`config.mk`:
```
export PLATFORM = sky130hd
export DESIGN_NAME = opseq_top
export DESIGN_NICKNAME = d
export VERILOG_FILES = /design/src/rtl/opseq_pkg.sv /design/src/rtl/opseq_ctrl.sv /design/src/rtl/opseq_dp.sv /design/src/rtl/opseq_top.sv
export SDC_FILE = /design/constraint.sdc
export NUM_CORES = 1
export LEC_CHECK = 0
export BUFFER_PORTS_ARGS = -buffer_cell sky130_fd_sc_hd__buf_4
export CAP_MARGIN = 20
export CORE_MARGIN = 1
export CORE_UTILIZATION = 33
export DETAILED_ROUTE_END_ITERATION = 8
export HOLD_SLACK_MARGIN = 0.06
export PLACE_DENSITY_LB_ADDON = 0.08
export SLEW_MARGIN = 10
export SYNTH_ARGS = -nofsm -noshare
export SYNTH_HDL_FRONTEND = slang
export SYNTH_SLANG_ARGS = --single-unit
```
`constraint.sdc`:
```
create_clock -name clk -period 1.6 [get_ports clk]
set_input_delay 0.48 -clock clk [delete_from_list [all_inputs] [get_ports clk]]
set_output_delay 0.48 -clock clk [all_outputs]
set_load 0.05 [all_outputs]
```
`src/rtl/opseq_pkg.sv`:
```
package opseq_pkg;

  typedef enum logic [2:0] {
    ST_IDLE,
    ST_LOADA,
    ST_LOADB,
    ST_RUN,
    ST_DRAIN
  } seqState_t;

  // strobes from control to datapath
  typedef struct packed {
    logic phaseA;
    logic phaseB;
    logic phaseDrain;
  } seqCtrl_t;

endpackage

```
`src/rtl/opseq_ctrl.sv`:
```
module opseq_ctrl
  import opseq_pkg::*;
(
  input  logic     clk,
  input  logic     rst,
  input  logic     levelHit,
  input  logic     lastBeat,
  input  logic     engDone,
  output seqCtrl_t ctrl,
  output logic     engEn,
  output logic     batchDone
);

  seqState_t state, stateNext;

  always_comb begin
    stateNext = state;
    unique case (state)
      ST_IDLE:  if (levelHit) stateNext = ST_LOADA;
      ST_LOADA: if (lastBeat) stateNext = ST_LOADB;
      ST_LOADB: if (lastBeat) stateNext = ST_RUN;
      ST_RUN:   if (engDone)  stateNext = ST_DRAIN;
      ST_DRAIN: if (lastBeat) stateNext = ST_IDLE;
      default:                stateNext = ST_IDLE;
    endcase
  end

  always_ff @(posedge clk) begin
    if (rst) begin
      state     <= ST_IDLE;
      batchDone <= 1'b0;
    end else begin
      state     <= stateNext;
      batchDone <= (state == ST_DRAIN) && lastBeat;
    end
  end

  always_comb begin
    ctrl.phaseA     = (state == ST_LOADA);
    ctrl.phaseB     = (state == ST_LOADB);
    ctrl.phaseDrain = (state == ST_DRAIN);
    engEn           = (state == ST_RUN);
  end

endmodule

```
`src/rtl/opseq_dp.sv`:
```
module opseq_dp
  import opseq_pkg::*;
#(
  parameter int DATA_W      = 16,
  parameter int RES_W       = 32,
  parameter int N_WORDS     = 4096,
  parameter int LVL_W       = 14,
  parameter int FILL_THRESH = 4096
) (
  input  logic              clk,
  input  logic              rst,
  input  seqCtrl_t          ctrl,
  input  logic [LVL_W-1:0]  inLevel,
  input  logic              inEmpty,
  input  logic [DATA_W-1:0] inData,
  input  logic              engResValid,
  input  logic [RES_W-1:0]  engResData,
  input  logic              outFull,
  output logic              levelHit,
  output logic              lastBeat,
  output logic              inPop,
  output logic              loadA,
  output logic              loadB,
  output logic [DATA_W-1:0] opData,
  output logic              engResReady,
  output logic              outPush,
  output logic [RES_W-1:0]  outData
);

  localparam int CNT_W = $clog2(N_WORDS) + 1;
  localparam logic [CNT_W-1:0] LAST_IDX = CNT_W'(N_WORDS - 1);

  logic [CNT_W-1:0] beatCnt;
  logic             beatA, beatB, beatD, beat;

  assign levelHit = (inLevel >= LVL_W'(FILL_THRESH));

  always_comb begin
    beatA = ctrl.phaseA && !inEmpty;
    beatB = ctrl.phaseB && !inEmpty;
    beatD = ctrl.phaseDrain && engResValid && !outFull;
    beat  = beatA || beatB || beatD;
  end

  assign lastBeat = beat && (beatCnt == LAST_IDX);

  // one counter shared by the A, B and drain phases
  always_ff @(posedge clk) begin
    if (rst)           beatCnt <= '0;
    else if (lastBeat) beatCnt <= '0;
    else if (beat)     beatCnt <= beatCnt + CNT_W'(1);
  end

  assign inPop       = beatA || beatB;
  assign loadA       = beatA;
  assign loadB       = beatB;
  assign opData      = inData;
  assign engResReady = ctrl.phaseDrain && !outFull;
  assign outPush     = beatD;
  assign outData     = engResData;

endmodule

```
`src/rtl/opseq_top.sv`:
```
module opseq_top
  import opseq_pkg::*;
#(
  parameter int DATA_W      = 16,
  parameter int RES_W       = 32,
  parameter int N_WORDS     = 4096,
  parameter int FIFO_DEPTH  = 8192,
  parameter int FILL_THRESH = FIFO_DEPTH / 2,
  localparam int LVL_W      = $clog2(FIFO_DEPTH) + 1
) (
  input  logic              clk,
  input  logic              rst,
  input  logic [LVL_W-1:0]  inLevel,
  input  logic              inEmpty,
  input  logic [DATA_W-1:0] inData,
  output logic              inPop,
  output logic [DATA_W-1:0] opData,
  output logic              loadA,
  output logic              loadB,
  output logic              engEn,
  input  logic              engDone,
  input  logic              engResValid,
  input  logic [RES_W-1:0]  engResData,
  output logic              engResReady,
  input  logic              outFull,
  output logic              outPush,
  output logic [RES_W-1:0]  outData,
  output logic              batchDone
);

  seqCtrl_t ctrl;
  logic     levelHit, lastBeat;

  opseq_ctrl u_ctrl (
    .clk       (clk),
    .rst       (rst),
    .levelHit  (levelHit),
    .lastBeat  (lastBeat),
    .engDone   (engDone),
    .ctrl      (ctrl),
    .engEn     (engEn),
    .batchDone (batchDone)
  );

  opseq_dp #(
    .DATA_W      (DATA_W),
    .RES_W       (RES_W),
    .N_WORDS     (N_WORDS),
    .LVL_W       (LVL_W),
    .FILL_THRESH (FILL_THRESH)
  ) u_dp (
    .clk         (clk),
    .rst         (rst),
    .ctrl        (ctrl),
    .inLevel     (inLevel),
    .inEmpty     (inEmpty),
    .inData      (inData),
    .engResValid (engResValid),
    .engResData  (engResData),
    .outFull     (outFull),
    .levelHit    (levelHit),
    .lastBeat    (lastBeat),
    .inPop       (inPop),
    .loadA       (loadA),
    .loadB       (loadB),
    .opData      (opData),
    .engResReady (engResReady),
    .outPush     (outPush),
    .outData     (outData)
  );

endmodule

```
==> flow_metrics.tcl, run 1 <==
set metrics [dict create \
    rsz0062_at_grt "yes" \
    slew_headroom_pct 75.5 \
    cts_made_buffers 3 \
    cp-startpoint "inEmpty" \
    ant_nets 0 \
    port_buffers 14 \
    drt_iter0_drc 43 \
    hpwl_mm 2.16 \
    wl_per_cell_um 15.5 \
    power_density_mw_per_mm2 580 \
    grt_max_degree 11 \
    p_leak_uw 0.000680 \
    drv_cap 0 \
    cp_common_cell "buf_4" \
    synthDistinctLibCells 34 \
    finalSetupTns_ns -1.21 \
    h-tree-depth 1 \
    slew_viol_final 0 \
    num-nets-final 241 \
    vias 1163 \
    path_cells "buf_4 -> nor4b_4 -> buf_4 -> or2_4 -> buf_8" \
    cp_max_fo 2 \
    synthesis.nets 227 \
    criticalPathCategory "input pin to output port" \
    boundaryPins 123 \
    fin_skew_ns 0.00317 \
    syn_area_mm2 0.00131 \
    synth_edf_count 0 \
    core_area_mm2 0.00374 \
    clock-root-buffer "clkbuf_8" \
    clk_pin_slew_worst_paths_ns 0.07 \
    design_area_mm2 0.00174 \
    grt_overflow 0 \
    syn2layout_area_growth_pct 32.8 \
    antenna_found_initial 0 \
    final.fill_count 375 \
    slowest_stage "nor4b_4" \
    crit_path_max_incr_delay_ns 0.29 \
    grt_pass1_vias 1183 \
    place_ws_ns -0.305 \
    clockBufferDepth 2 \
    hold_class "flip-flop to flip-flop" \
    syn_area_per_cell_um2 8.31 \
    start_util_pct 35.1 \
    synthArstFlopShare_pct 0 \
    via_per_inst 5.31 \
    synth_flop_cell "dfxtp_1" \
    final_common_cell "buf_4" \
    grt_pass1_wl_mm 5.18 \
    synth_warnings 0 \
    clock.fmax_ghz 0.558 \
    peakVddDrop_v 0.000328 \
    ys_ff_latch 17 \
    timing_hold_violations_final 0 \
    fin_crit_ns 1.79 \
    startpoint_type "input pin" \
    grt_usage_pct 15.4 \
    dieArea_mm2 0.00424 \
    r2r-start "u_ctrl.state[0]$_SDFFE_PP0P_" \
    rows 22 \
    cts_tree "done" \
    cts.sinks 17 \
    fin_worst_hold_slack_ns 0.461 \
    synthCells 158 \
    fp.dieH_um 65.1 \
    insertedDiodeCount 0 \
    drc 0 \
    die_w_um 65.1 \
    final_cell_mix "buf_4 (49), buf_6 (12), dfxtp_1 (10), nand2_1 (9), a21oi_2 (7)" \
    yosysSeqAreaShare_pct 25.9 \
    setup_viol 17 \
    wirelength_mm 3.39 \
    fin_util_pct 46.6 \
    cp_data_required_time_ns 1.12 \
    violations "negative setup slack" \
    drive_gt1_share_pct 64.3 \
    tightest_slew_ns 0.366 \
    setup_slack_ns -0.193 \
    hp-start "u_dp.beatCnt[12]$_SDFFE_PP0P_" \
    timing.final.crit_share_pct 112 \
    placed_area_mm2 0.00128 \
    end_kind "output port" \
    gp_congestion 0.715 \
    drt-pass1-iter-count 4 \
    clk_latency_ns 0.25 \
    outcome "complete, but fails checks" \
    arrival_ns 1.31 \
]
[flip-flops by register name, summed over array words and instances, names as in the netlist]
name,flops
u_ctrl.batchDone,1
u_ctrl.state,3
u_dp.beatCnt,13
[worst paths after layout]
check | to | cells past startpoint | slack [ns]
max | inPop | 5 | -0.19
min | u_dp.beatCnt[12]$_SDFFE_PP0P_ | 2 | 0.46
max reg2reg | u_dp.beatCnt[5]$_SDFFE_PP0P_ | 6 | -0.09
min reg2reg | u_dp.beatCnt[12]$_SDFFE_PP0P_ | 2 | 0.46
[repair_timing]
item	4_1_cts	5_1_grt
endpoints found under the setup margin	21	21
hold endpoints to repair	0	0
cloned	2	0
buffers inserted	15	7
gates resized for setup	36	31
pin swaps	11	14
hold buffers	0	0
[where the power goes]
part | switching [uW] | leakage, uW | internal, uW
logic | 114 | 0.000513 | 128
registers | 9.89 | 0.000142 | 429
clock network | 158 | 0.0000255 | 173
total | 282 | 0.000680 | 729
[per-stage QoR]
stage,total power [uW],cells
floorplan,864,158
global placement,601,191
detailed placement,604,191
CTS,986,212
global route,1060,219
finish,1010,219
[synth_stat cells (2+ instances only)]
| cell type | n | area share [%] |
|---|---|---|
| nor4b_4 | 3 | 5.4 |
| clkbuf_1 | 2 | 0.57 |
| o31ai_1 | 8 | 4.6 |
| or4_1 | 9 | 5.1 |
| nand2b_1 | 3 | 1.4 |
| nand4_1 | 4 | 1.9 |
| nand2_1 | 10 | 2.9 |
| nor3_1 | 4 | 1.5 |
| or2_2 | 2 | 0.95 |
| buf_2 | 3 | 1.1 |
| nand3_1 | 2 | 0.76 |
| a21oi_1 | 12 | 4.6 |
| or3_1 | 2 | 0.95 |
| o21ai_0 | 3 | 1.1 |
| buf_4 | 50 | 29 |
| inv_1 | 2 | 0.57 |
| nor2_1 | 5 | 1.4 |
| dfxtp_1 | 17 | 26 |
| nor4_1 | 2 | 0.95 |
[metal layers]
metal / GRT usage (%) / share of wire (%)
met5: 0 / 0
met4: 8.15 / 3.4
met3: 5.56 / 7.3
met1: 15.0 / 39
met2: 28.0 / 50
[cell families after synthesis]
family	share of synthesized area (%)
buffers and inverters	32.0
AND/OR/NAND/NOR	25.7
AO/OA/AOI/OAI	14.0
flip-flops	25.9
XOR/XNOR	0.667
multiplexers	0.762
adder cells (fa/ha/maj)	0.952
[critical path, delay by kind of cell]
family	cells	cell delay (ns)
buf+inv	3	0.43
simple gates	2	0.40
[area by class of cell]
class / count / area [um2] / area share [%]
multi-input combinational: 82 / 706 / 40.5
inverter: 2 / 7.51 / 0.430
clock inverter: 1 / 5.00 / 0.287
clock buffer: 3 / 41.3 / 2.37
sequential: 17 / 357 / 20.4
timing repair buffer: 66 / 568 / 32.6
tap: 48 / 60.1 / 3.44
Note: power is estimated with default switching activity, not from simulation.
==> run 2, diff against run 1 <==
==> constraint.sdc (replaced) <==
create_clock -name clk -period 1.6 [get_ports clk]
set_input_delay 0.08 -clock clk [delete_from_list [all_inputs] [get_ports clk]]
set_output_delay 0.08 -clock clk [all_outputs]
set_load 0.05 [all_outputs]
==> run 2 against run 1 <==
The run still ends with negative setup slack left. Critical path depth stayed put. Clock power hardly changed. Worst hold slack worse by 0.38 ns. Clock skew hardly changed. Combinational power is 24% lower. First-iteration DRC count is 72% lower. Final area is 10% lower. Core utilization is 4.9 points lower. Final cell count is 6.4% lower. Sequential power hardly changed. Sequential share of layout area is 2.4 points higher. Largest power group unchanged. Highest routed layer unchanged.
==> flow_metrics.tcl, run 2 (synthesized netlist as in run 1, its figures left out) <==
set metrics [dict create \
    timing.rr.end "u_dp.beatCnt[7]$_SDFFE_PP0P_" \
    num-nets-final 227 \
    drt-pass1-iter-count 2 \
    violations "negative setup slack" \
    core_area_mm2 0.00374 \
    drt_iter0_drc 12 \
    slowest_stage "or4_1" \
    hpwl_mm 2.32 \
    busiest_layer "met2" \
    drc 0 \
    setup_slack_ns -0.0673 \
    crit_path_max_incr_delay_ns 0.48 \
    hold_class "input pin to flip-flop" \
    drive_gt1_share_pct 59.9 \
    arrival_ns 1.86 \
    boundaryPins 123 \
    p_total_uw 958 \
    cp_max_fo 6 \
    grt_max_degree 12 \
    hp-start "rst" \
    startpoint_type "flip-flop" \
    slew_viol_final 0 \
    via_per_inst 5.21 \
    rsz0062_at_grt "yes" \
    criticalPathCategory "flip-flop to flip-flop" \
    reg.largest.list "u_dp.beatCnt (13), u_ctrl.state (3), u_ctrl.batchDone (1)" \
    end_kind "flip-flop" \
    place_inst 191 \
    tightest_slew_ns 0.305 \
    fin_cells 205 \
    gp_congestion 0.741 \
    rows 22 \
    grt_pass1_wl_mm 5.22 \
    peakVddDrop_v 0.000219 \
    cts_made_buffers 3 \
    drv_cap 0 \
    regMostFlops "u_dp.beatCnt" \
    vias 1068 \
    fin_skew_ns 0.00359 \
    timing.final.crit_share_pct 104 \
    clk_pin_slew_worst_paths_ns 0.07 \
    fin_worst_hold_slack_ns 0.0815 \
    multiInputGateArea_um2 682 \
    power_density_mw_per_mm2 613 \
    outcome "complete, but fails checks" \
    start_util_pct 35.1 \
    p_leak_uw 0.000576 \
    design_area_mm2 0.00156 \
    grt_overflow 0 \
    hold_buffers 0 \
    use_met2_pct 24.9 \
    clk_latency_ns 0.26 \
    h-tree-depth 1 \
    final_common_cell "buf_4" \
    insertedDiodeCount 0 \
    timing_hold_violations_final 0 \
    timing.reg2reg.setup_slack_ns -0.07 \
    port_buffers 14 \
    cts.sinks 17 \
    wl_per_cell_um 16.2 \
    r2r-start "u_ctrl.state[0]$_SDFFE_PP0P_" \
    grt_usage_pct 16.0 \
    fp.dieH_um 65.1 \
    r2r_cells 5 \
    final_cell_mix "buf_4 (46), nand2_1 (10), dfxtp_1 (8), dfxtp_2 (7)" \
    grt_pass1_vias 1064 \
    clockBufferDepth 2 \
    final.fill_count 405 \
    clock.fmax_ghz 0.600 \
    cp-endpoint "u_dp.beatCnt[7]$_SDFFE_PP0P_" \
    area.sequential_um2 357 \
    grt_util_met1_pct 18.8 \
    die_w_um 65.1 \
    wirelength_mm 3.31 \
    path_cells "nor4b_4 -> a211oi_4 -> buf_6 -> or4_1 -> a21oi_2" \
    ant_nets 0 \
    grtUsageMet3_pct 3.82 \
    cp-startpoint "u_ctrl.state[0]$_SDFFE_PP0P_" \
    finalSetupTns_ns -0.471 \
    setup_viol 14 \
    dieArea_mm2 0.00424 \
    cp_data_required_time_ns 1.79 \
    fin_crit_ns 1.67 \
    syn2layout_area_growth_pct 18.9 \
    clock-root-buffer "clkbuf_8" \
    antenna_found_initial 0 \
    cts_tree "done" \
    slew_headroom_pct 79.6 \
    largest_reg_flops 13 \
    placed_area_mm2 0.00129 \
]
## run 2: changes by cell type in the layout (fill, tap and decap cells not counted), sizes merged
cell,change
buf,-14
## run 2: through the flow
step,setup slack (ns),util [%]
2_1_floorplan,-0.512,-
3_3_place_gp,-0.160,34.6
3_5_place_dp,-0.153,34.6
4_1_cts,-0.0593,37.8
5_1_grt,-0.141,41.7
6_report,-0.0673,41.7
## run 2: final cells by class
cell class | instances | area share [%]
Inverter | 2 | 0.481
Clock inverter | 1 | 0.321
Sequential cell | 17 | 22.8
Timing Repair Buffer | 52 | 26.2
Clock buffer | 3 | 2.64
Tap cell | 48 | 3.85
Multi-Input combinational cell | 82 | 43.7
## run 2: power breakdown
group          leakage, uW  switching [uW]  internal (uW)
clock            0.0000255             159            173
sequential        0.000142            10.1            431
combinational     0.000408            98.3           86.8
## run 2: worst min path at each step
stage	to	slack, ns	cells past startpoint
floorplan	u_ctrl.state[2]$_SDFFE_PP0P_	0.22	2
global placement	opData[0]	0.16	0
detailed placement	opData[0]	0.16	0
CTS	u_ctrl.state[2]$_SDFFE_PP0P_	0.06	2
global route	u_dp.beatCnt[6]$_SDFFE_PP0P_	0.08	2
finish	u_dp.beatCnt[4]$_SDFFE_PP0P_	0.08	2
## run 2: worst max-delay path: cells and delay by family (launching register included)
family          cells  cell delay [ns]
simple gates        2             0.81
flops               1             0.37
compound gates      2             0.27
buf+inv             1             0.15
## run 2: timing repair
item                       in CTS  in global routing
cloned                          1                  1
pin swaps                       6                  8
setup endpoints to repair      15                 16
resized for setup              17                 25
buffers inserted                4                  5
## run 2: layer usage
layer	wire length, um	vias up
met5	0	-
li1	-	506
met2	1560	40
met1	1330	494
met4	165	0
met3	259	28
